==> config.mk <==
export PLATFORM = sky130hd
export DESIGN_NAME = spi_frame_engine
export DESIGN_NICKNAME = d
export VERILOG_FILES = /design/src/rtl/spi_frame_engine.sv
export SDC_FILE = /design/constraint.sdc
export NUM_CORES = 1
export LEC_CHECK = 0
export ABC_AREA = 1
export BUFFER_PORTS_ARGS = -buffer_cell sky130_fd_sc_hd__buf_2
export CAP_MARGIN = 40
export CORE_MARGIN = 4
export CORE_UTILIZATION = 29
export DETAILED_ROUTE_END_ITERATION = 10
export PLACE_DENSITY_LB_ADDON = 0.1
export SKIP_CTS_REPAIR_TIMING = 1
export SLEW_MARGIN = 5
export SYNTH_ARGS = -nofsm -noshare
export SYNTH_HDL_FRONTEND = slang
export SYNTH_SLANG_ARGS = --single-unit
==> constraint.sdc <==
create_clock -name clk -period 3.8 [get_ports clk]
set_input_delay 0.19 -clock clk [delete_from_list [all_inputs] [get_ports clk]]
set_output_delay 0.19 -clock clk [all_outputs]
set_load 0.02 [all_outputs]
==> src/rtl/spi_frame_engine.sv <==
module spi_frame_engine #(
  parameter int DIV_W = 16
) (
  input  logic             clk,
  input  logic             rst_n,
  input  logic [DIV_W-1:0] baud_div,
  input  logic [1:0]       frame_size,
  input  logic             cpha,
  input  logic             cpol,
  input  logic             lsb_first,
  input  logic [1:0]       xfer_mode,
  input  logic [1:0]       ss_mode,
  input  logic             ss_lead,
  input  logic [1:0]       rx_delay,
  input  logic [15:0]      tx_data,
  input  logic             tx_empty,
  input  logic             tx_full,
  output logic             tx_pop,
  output logic [15:0]      rx_data,
  output logic             rx_push,
  input  logic             rx_empty,
  input  logic             rx_full,
  output logic             rx_overflow,
  output logic [4:0]       status,
  output logic             sclk,
  output logic             mosi,
  input  logic             miso,
  output logic             ss_n
);
  localparam int HW = DIV_W - 1;

  typedef enum logic [2:0] {IDLE, LEAD, XFER, TAIL, GAP} state_t;

  state_t        st;
  logic [HW-1:0] hcnt, half_m1;
  logic [4:0]    nbits, rcnt;
  logic [5:0]    edges, edge_no;
  logic [15:0]   tx_sr, rx_sr, rx_next;
  logic [2:0]    dly;
  logic [1:0]    gap_halves;
  logic          sclk_r, gap_n, rx_done;
  logic          half_done, samp_edge, shift_edge, samp_now, cap;
  logic          frame_ok, gap_last, start;

  assign half_m1    = (baud_div[DIV_W-1:1] == '0) ? '0 : baud_div[DIV_W-1:1] - 1'b1;
  assign half_done  = hcnt == half_m1;
  assign nbits      = (frame_size == 2'd0) ? 5'd4 : (frame_size == 2'd1) ? 5'd8 : 5'd16;
  assign edge_no    = edges + 6'd1;
  assign samp_edge  = edge_no[0] ^ cpha;
  assign shift_edge = !samp_edge && !(cpha && edge_no == 6'd1);
  assign samp_now   = (st == XFER) && half_done && samp_edge;
  assign cap        = (rx_delay == 2'd0) ? samp_now : dly[rx_delay - 2'd1];
  assign gap_halves = (ss_mode == 2'd1) ? 2'd1 : (ss_mode == 2'd2) ? 2'd2 : 2'd0;
  assign gap_last   = gap_n == (gap_halves == 2'd2);
  assign frame_ok   = (st == TAIL) && half_done && rx_done;
  assign start      = !tx_empty && ((st == IDLE) || (frame_ok && gap_halves == 2'd0) ||
                                    ((st == GAP) && half_done && gap_last));
  assign rx_next    = lsb_first ? ((rx_sr >> 1) | (16'(miso) << (nbits - 5'd1)))
                                : {rx_sr[14:0], miso};

  assign tx_pop = start;
  assign sclk   = sclk_r ^ cpol;
  assign mosi   = !ss_n && (lsb_first ? tx_sr[0] : tx_sr[nbits - 5'd1]);
  assign status = {rx_full, rx_empty, tx_empty, tx_full, st != IDLE};

  always_ff @(posedge clk or negedge rst_n) begin
    if (!rst_n) begin
      st     <= IDLE;
      hcnt   <= '0;
      edges  <= '0;
      sclk_r <= 1'b0;
      ss_n   <= 1'b1;
      tx_sr  <= '0;
      gap_n  <= 1'b0;
    end else if (start) begin
      tx_sr <= (xfer_mode == 2'd2) ? '0 : tx_data;
      edges <= '0;
      hcnt  <= '0;
      ss_n  <= 1'b0;
      st    <= (ss_n && ss_lead) ? LEAD : XFER;
    end else begin
      case (st)
        IDLE: hcnt <= '0;
        LEAD:
          if (half_done) begin
            hcnt <= '0;
            st   <= XFER;
          end else hcnt <= hcnt + 1'b1;
        XFER:
          if (half_done) begin
            hcnt   <= '0;
            edges  <= edge_no;
            sclk_r <= ~sclk_r;
            if (shift_edge) tx_sr <= lsb_first ? (tx_sr >> 1) : (tx_sr << 1);
            if (edge_no == {nbits, 1'b0}) st <= TAIL;
          end else hcnt <= hcnt + 1'b1;
        TAIL:
          if (!half_done) hcnt <= hcnt + 1'b1;
          else if (rx_done) begin
            hcnt  <= '0;
            ss_n  <= 1'b1;
            gap_n <= 1'b0;
            st    <= (tx_empty || gap_halves == 2'd0) ? IDLE : GAP;
          end
        GAP:
          if (half_done) begin
            hcnt <= '0;
            if (gap_last) st <= IDLE;
            else gap_n <= 1'b1;
          end else hcnt <= hcnt + 1'b1;
        default: st <= IDLE;
      endcase
    end
  end

  always_ff @(posedge clk or negedge rst_n) begin
    if (!rst_n) begin
      dly         <= '0;
      rx_sr       <= '0;
      rx_data     <= '0;
      rcnt        <= '0;
      rx_done     <= 1'b1;
      rx_push     <= 1'b0;
      rx_overflow <= 1'b0;
    end else begin
      dly     <= {dly[1:0], samp_now};
      rx_push <= 1'b0;
      if (start) begin
        rx_sr   <= '0;
        rcnt    <= '0;
        rx_done <= 1'b0;
      end else if (cap && !rx_done) begin
        if (rcnt == nbits - 5'd1) begin
          rx_data <= rx_next;
          rx_done <= 1'b1;
          rcnt    <= '0;
          if (xfer_mode != 2'd1) begin
            rx_push     <= !rx_full;
            rx_overflow <= rx_overflow | rx_full;
          end
        end else begin
          rx_sr <= rx_next;
          rcnt  <= rcnt + 5'd1;
        end
      end
    end
  end
endmodule

==> flow_metrics.env, run 1 <==
export IMPL_p_total_uw=3230
export IMPL_grt_max_degree=58
export IMPL_ys_seq_area_share_pct=36.7
export IMPL_drc=0
export IMPL_clkPwrFrac_pct=28.6
export IMPL_synth_seq_cells=86
export IMPL_die_h_um=150
export IMPL_wl_um=16700
export IMPL_period_share_pct=79.5
export IMPL_synthAdderAreaFrac_pct=1.49
export IMPL_globalplace_congestion=0.820
export IMPL_synth_compound_area_share_pct=7.75
export IMPL_die_w_um=150
export IMPL_crit_required_ns=3.61
export IMPL_grt_usage_pct=15.2
export IMPL_hold_ws_ns=0.0211
export IMPL_cap_viol_max_count=0
export IMPL_status="completed"
export IMPL_hpwl_um=12600
export IMPL_initial_core_util_pct=29.8
export IMPL_avgSynthCellArea_um2=6.59
export IMPL_yosysWarnings=0
export IMPL_cts_tree="yes"
export IMPL_finalSetupViolCount=0
export IMPL_synth_top_area_share_pct=35.8
export IMPL_crit_buf_inv=4
export IMPL_tns_ns=0
export IMPL_p_sw_uw=1280
export IMPL_swShare_pct=39.6
export IMPL_synth_area_top_cells="dfrtp_1 36%, nand2_1 20%, nand3_1 7.9%"
export IMPL_antenna_left=0
export IMPL_grt_pass1_wl_um=27500
export IMPL_leakage_uw=0.00365
export IMPL_clk_path_buf_depth=2
export IMPL_worstHoldPathType="input port to flop"
export IMPL_io_pins=78
export IMPL_synth_edff_count=0
export IMPL_clock_latency_ns=0.35
export IMPL_clk_pin_slew_worst_paths_ns=0.07
export IMPL_muxShareOfSynthArea_pct=0
export IMPL_firstDrtPassIters=5
export IMPL_power_frac_seq_pct=37.6
export IMPL_worstSetupStartpointType="input port"
export IMPL_synth_top_family_by_area="simple AND/OR/NAND/NOR gates"
export IMPL_num_rows=51
export IMPL_synthTopCellsByCount="310 x nand2_1, 111 x inv_1, 93 x nand3_1"
export IMPL_antenna_found_initial=0
export IMPL_crit_chain="buf_2 > inv_1 > ha_1 > nand2_2 > nor2_4 > nand2_4 > nand2_1 > nand2_1 > nand2_1 > nand2_1 > nor2_1 > nand3_1 > nor2_2 > nand4_1 > nand2_1 > nand2_2 > inv_2 > buf_2"
export IMPL_critPathKind="input port to output port"
export IMPL_place_ws_ns=0.373
export IMPL_drive_gt1_share_pct=12.7
export IMPL_slew_violations=0
export IMPL_yosysTopAreaCell="dfrtp_1"
export IMPL_grt_pass1_vias=5293
export IMPL_cts_made_buffers=9
export IMPL_synthFlopType="dfrtp_1"
export IMPL_overflow=0
export IMPL_path_common_cell="nand2_1"
export IMPL_port_buffers=72
export IMPL_finClkSkew_ns=0.0136
export IMPL_via_count=5603
export IMPL_fmax_mhz=331
export IMPL_worst_slack_ns=0.781
export IMPL_synthDistinctLibCells=38
export IMPL_p_int_uw=1950
export IMPL_synthArstFlopShare_pct=100
export IMPL_antenna_cells=0
export IMPL_synthSimpleGateAreaFrac_pct=40.8
export IMPL_wl_per_cell_um=13.7
export IMPL_fill_cells=2184
export IMPL_drtIter0Drc=253
export IMPL_syn_area_mm2=0.00587
export IMPL_placed_cells=1206
export IMPL_viasPerCell=4.59
export IMPL_slowest_delay_ns=0.30
export IMPL_htree_levels=3
export IMPL_cp_top_family="simple AND/OR/NAND/NOR gates"
export IMPL_final_cells=1222
export IMPL_synth_most_common_cell="nand2_1"
export IMPL_cp_slowest_cell="ha_1"
export IMPL_hold_viol=0
export IMPL_worst_pin_slew_ns=0.785
export IMPL_path_max_fanout=27
export IMPL_coreArea_mm2=0.0197
export IMPL_end_kind="output port"
export IMPL_fin_crit_ns=3.02
export IMPL_synth_nets=949
export IMPL_relSlewSlack_pct=47.6
export IMPL_cts_sinks=86
export IMPL_clockRootBuffer="clkbuf_16"
export IMPL_synth_xor_area_share_pct=2.54
export IMPL_arrival_ns=2.83
export IMPL_area_growth_pct=15.5
export IMPL_synth_cells=891
export IMPL_ir_worst_vdd_uv=196
export IMPL_power_density_mw_per_mm2=477
export IMPL_combPwrFrac_pct=33.8
export IMPL_dieArea_mm2=0.0226
export IMPL_rsz0062_at_grt="no"
export IMPL_layout_nets=1011
flip-flops by register name, indices dropped and copies added, names as in the netlist:
register     count
rx_overflow      1
rx_sr           16
ss_n             1
tx_sr           16
dly              3
rx_done          1
sclk_r           1
st               3
rx_push          1
rcnt             5
gap_n            1
hcnt            15
edges            6
rx_data         16
metal layers:
metal  vias up  track usage [%]  wire (µm)
met3        12             2.35        519
met2        86             23.2       7270
met1      2519             22.5       8730
met5         -                0          0
li1       2986                -          -
met4         0             3.89        178
cell usage in the layout, fill, tap and decap left out, types with 2 or more instances in the layout:
cell type	Yosys	final
nand2_1	310	310
inv_1	111	111
nand3_1	93	93
dfrtp_1	84	84
buf_2	10	71
nor2_1	66	66
o21ai_0	51	51
nand4_1	42	42
o21ai_1	19	19
xor2_1	15	15
buf_4	7	11
a21oi_1	9	9
clkbuf_16	0	9
ha_1	7	7
nor2_2	6	6
nand3b_1	6	6
nor3_1	6	6
inv_2	3	3
nor4_1	3	3
nor2_4	2	2
nand2_2	2	2
nand2_4	2	2
nand4_2	2	2
o221ai_1	2	2
nor3b_1	2	2
or2_2	2	2
o22ai_1	2	2
xnor2_1	2	2
clkinv_4	0	2
clkinvlp_4	0	2
dfstp_2	2	2
power by group through the flow:
stage               Clock, µW  Combinational (µW)  Sequential [µW]
finish                    924                1090             1220
global route              988                1280             1240
CTS                       952                1110             1220
detailed placement          0                1110             1230
global placement            0                1100             1230
floorplan                   0                 817             1200
kinds of logic (layout without fill, tap and decap cells):
family | Yosys count | after routing
xor+xnor | 17 | 17
compound gates | 86 | 86
fa+ha+maj | 7 | 7
simple gates | 546 | 546
buf+inv | 149 | 215
flops | 86 | 86
stage by stage:
stage | util [%] | cell area (µm²)
detailed placement | 32.9 | 6480
floorplan | - | 5870
global placement | 32.7 | 6450
global route | 34.4 | 6780
CTS | 34.4 | 6770
finish | 34.4 | 6780
layout make-up:
type	instances	area, µm²	area share, %
Clock buffer	9	225	3.32
Clock inverter	6	71.3	1.05
Sequential cell	86	2150	31.8
Tap cell	265	332	4.89
Inverter	116	437	6.44
Multi-Input combinational cell	656	3090	45.5
Timing Repair Buffer	84	475	7.01
final timing paths:
kind / startpoint / slack [ns] / to / cells after the start
min: rx_full / 0.02 / rx_push / 2
max: baud_div[1] / 0.78 / tx_pop / 18
max in group asynchronous: rst_n / 2.67 / rx_data[11] / 4
min reg2reg: dly[1] / 0.38 / dly[2] / 0
max reg2reg: hcnt[10] / 1.07 / rx_data[7] / 15
min in group asynchronous: rst_n / 0.19 / hcnt[4] / 2
Power figures use the tool's default switching activity.
==> run 2, diff against run 1 <==
==> constraint.sdc (replaced) <==
create_clock -name clk -period 3.05 [get_ports clk]
set_input_delay 0.1525 -clock clk [delete_from_list [all_inputs] [get_ports clk]]
set_output_delay 0.1525 -clock clk [all_outputs]
set_load 0.02 [all_outputs]
==> flow_metrics.env, run 2 (synthesized netlist as in run 1, its figures left out) <==
export IMPL_fin_crit_ns=2.76
export IMPL_clockRootBuffer="clkbuf_16"
export IMPL_grt_usage_pct=15.2
export IMPL_status="completed"
export IMPL_end_kind="output port"
export IMPL_finClkSkew_ns=0.00940
export IMPL_dieArea_mm2=0.0226
export IMPL_io_pins=78
export IMPL_period_share_pct=90.6
export IMPL_hpwl_um=12600
export IMPL_slew_violations=0
export IMPL_cap_viol_max_count=0
export IMPL_min_path_cells=3
export IMPL_r2r_cells=12
export IMPL_p_total_uw=4050
export IMPL_clk_path_buf_depth=2
export IMPL_htree_levels=3
export IMPL_holdPathEnd="tx_sr[14]"
export IMPL_utilization_pct=34.8
export IMPL_die_h_um=150
export IMPL_reg2reg_slack_ns=0.72
export IMPL_path_max_fanout=30
export IMPL_fmax_mhz=362
export IMPL_grt_pass1_vias=5523
export IMPL_die_w_um=150
export IMPL_relSlewSlack_pct=45.4
export IMPL_ir_worst_vdd_uv=266
export IMPL_antenna_found_initial=0
export IMPL_tns_ns=0
export IMPL_critPathKind="input port to output port"
export IMPL_finalSetupViolCount=0
export IMPL_reg2reg_to="rx_data[8]"
export IMPL_worst_pin_slew_ns=0.818
export IMPL_worstSetupStartpointType="input port"
export IMPL_rsz0062_at_grt="no"
export IMPL_antenna_left=0
export IMPL_antenna_cells=0
export IMPL_worstHoldPathType="input port to flop"
export IMPL_final_cell_mix="310 x nand2_1, 111 x inv_1, 93 x nand3_1"
export IMPL_layout_nets=1022
export IMPL_wl_per_cell_um=13.5
export IMPL_initial_core_util_pct=29.8
export IMPL_worst_slack_ns=0.287
export IMPL_worstReg2RegStart="hcnt[4]"
export IMPL_area_growth_pct=16.7
export IMPL_power_density_mw_per_mm2=591
export IMPL_wl_um=16700
export IMPL_clock_latency_ns=0.35
export IMPL_clk_pin_slew_worst_paths_ns=0.07
export IMPL_hold_viol=0
export IMPL_holdCritStartpoint="tx_data[14]"
export IMPL_overflow=0
export IMPL_coreArea_mm2=0.0197
export IMPL_fill_cells=2208
export IMPL_via_count=5686
export IMPL_hold_ws_ns=0.0563
export IMPL_viasPerCell=4.61
export IMPL_crit_required_ns=2.90
export IMPL_firstDrtPassIters=4
export IMPL_num_rows=51
export IMPL_cts_tree="yes"
export IMPL_leakage_uw=0.00370
export IMPL_drive_gt1_share_pct=13.7
export IMPL_layout_commonest_cell="nand2_1"
export IMPL_globalplace_congestion=0.848
export IMPL_grt_pass1_wl_um=27500
export IMPL_reg_largest_list="rx_data x16, rx_sr x16, tx_sr x16"
export IMPL_grt_max_degree=50
export IMPL_cts_made_buffers=9
export IMPL_port_buffers=72
export IMPL_place_ws_ns=0.141
export IMPL_drc=0
export IMPL_drtIter0Drc=318
export IMPL_arrival_ns=2.61
export IMPL_cts_sinks=86
## run 2: final cells by class
class	count	area, µm²	share of cell area (%)
clock inverters	6	51.3	0.748
well taps	265	332	4.84
flip-flops and latches	86	2150	31.4
clock buffers	10	239	3.49
multi-input cells	656	3090	45.1
repair buffers	95	553	8.07
inverters	116	437	6.37
## run 2: power breakdown
part | total (µW) | switching, µW | leakage, µW | internal, µW
combinational | 1430 | 935 | 0.00243 | 499
clock | 1110 | 519 | 0.000140 | 589
sequential | 1510 | 165 | 0.00114 | 1350
total | 4050 | 1620 | 0.00370 | 2440
## run 2: worst max-delay path by stage
| stage | start | to | depth (start not counted) |
|---|---|---|---|
| 3_5_place_dp | baud_div[1] | rx_data[0] | 18 |
| 3_3_place_gp | baud_div[1] | rx_data[0] | 18 |
| 4_1_cts | baud_div[1] | tx_pop | 21 |
| 5_1_grt | baud_div[4] | tx_pop | 20 |
| 2_1_floorplan | baud_div[1] | rx_data[10] | 17 |
| 6_report | baud_div[1] | tx_pop | 19 |
## run 2: metrics by stage
| step | instance area (µm²) | std cells |
|---|---|---|
| 2_1_floorplan | 5870 | 891 |
| 3_3_place_gp | 6550 | 1216 |
| 3_5_place_dp | 6550 | 1216 |
| 4_1_cts | 6840 | 1232 |
| 5_1_grt | 6860 | 1234 |
| 6_report | 6860 | 1234 |
## run 2: worst max-delay path: stages
cell     delay [ns]
buf_2          0.09
inv_1          0.06
ha_1           0.20
nand2_2        0.11
nor2_4         0.15
nand2_4        0.18
nand2_1        0.11
nand2_1        0.05
nand2_1        0.13
nand3_1        0.09
nor2_1         0.14
nand3_1        0.12
nor2_2         0.16
nand4_1        0.09
nand2_1        0.15
nand2_2        0.13
inv_2          0.11
buf_12         0.17
buf_2          0.19
## run 2: per-layer routing
layer	up-vias	part of all wire, %	global-route usage [%]
li1	3007	-	-
met1	2586	51	21.3
met2	77	45	24.4
met3	16	2.9	2.26
met4	0	1.3	4.21
met5	-	0	0
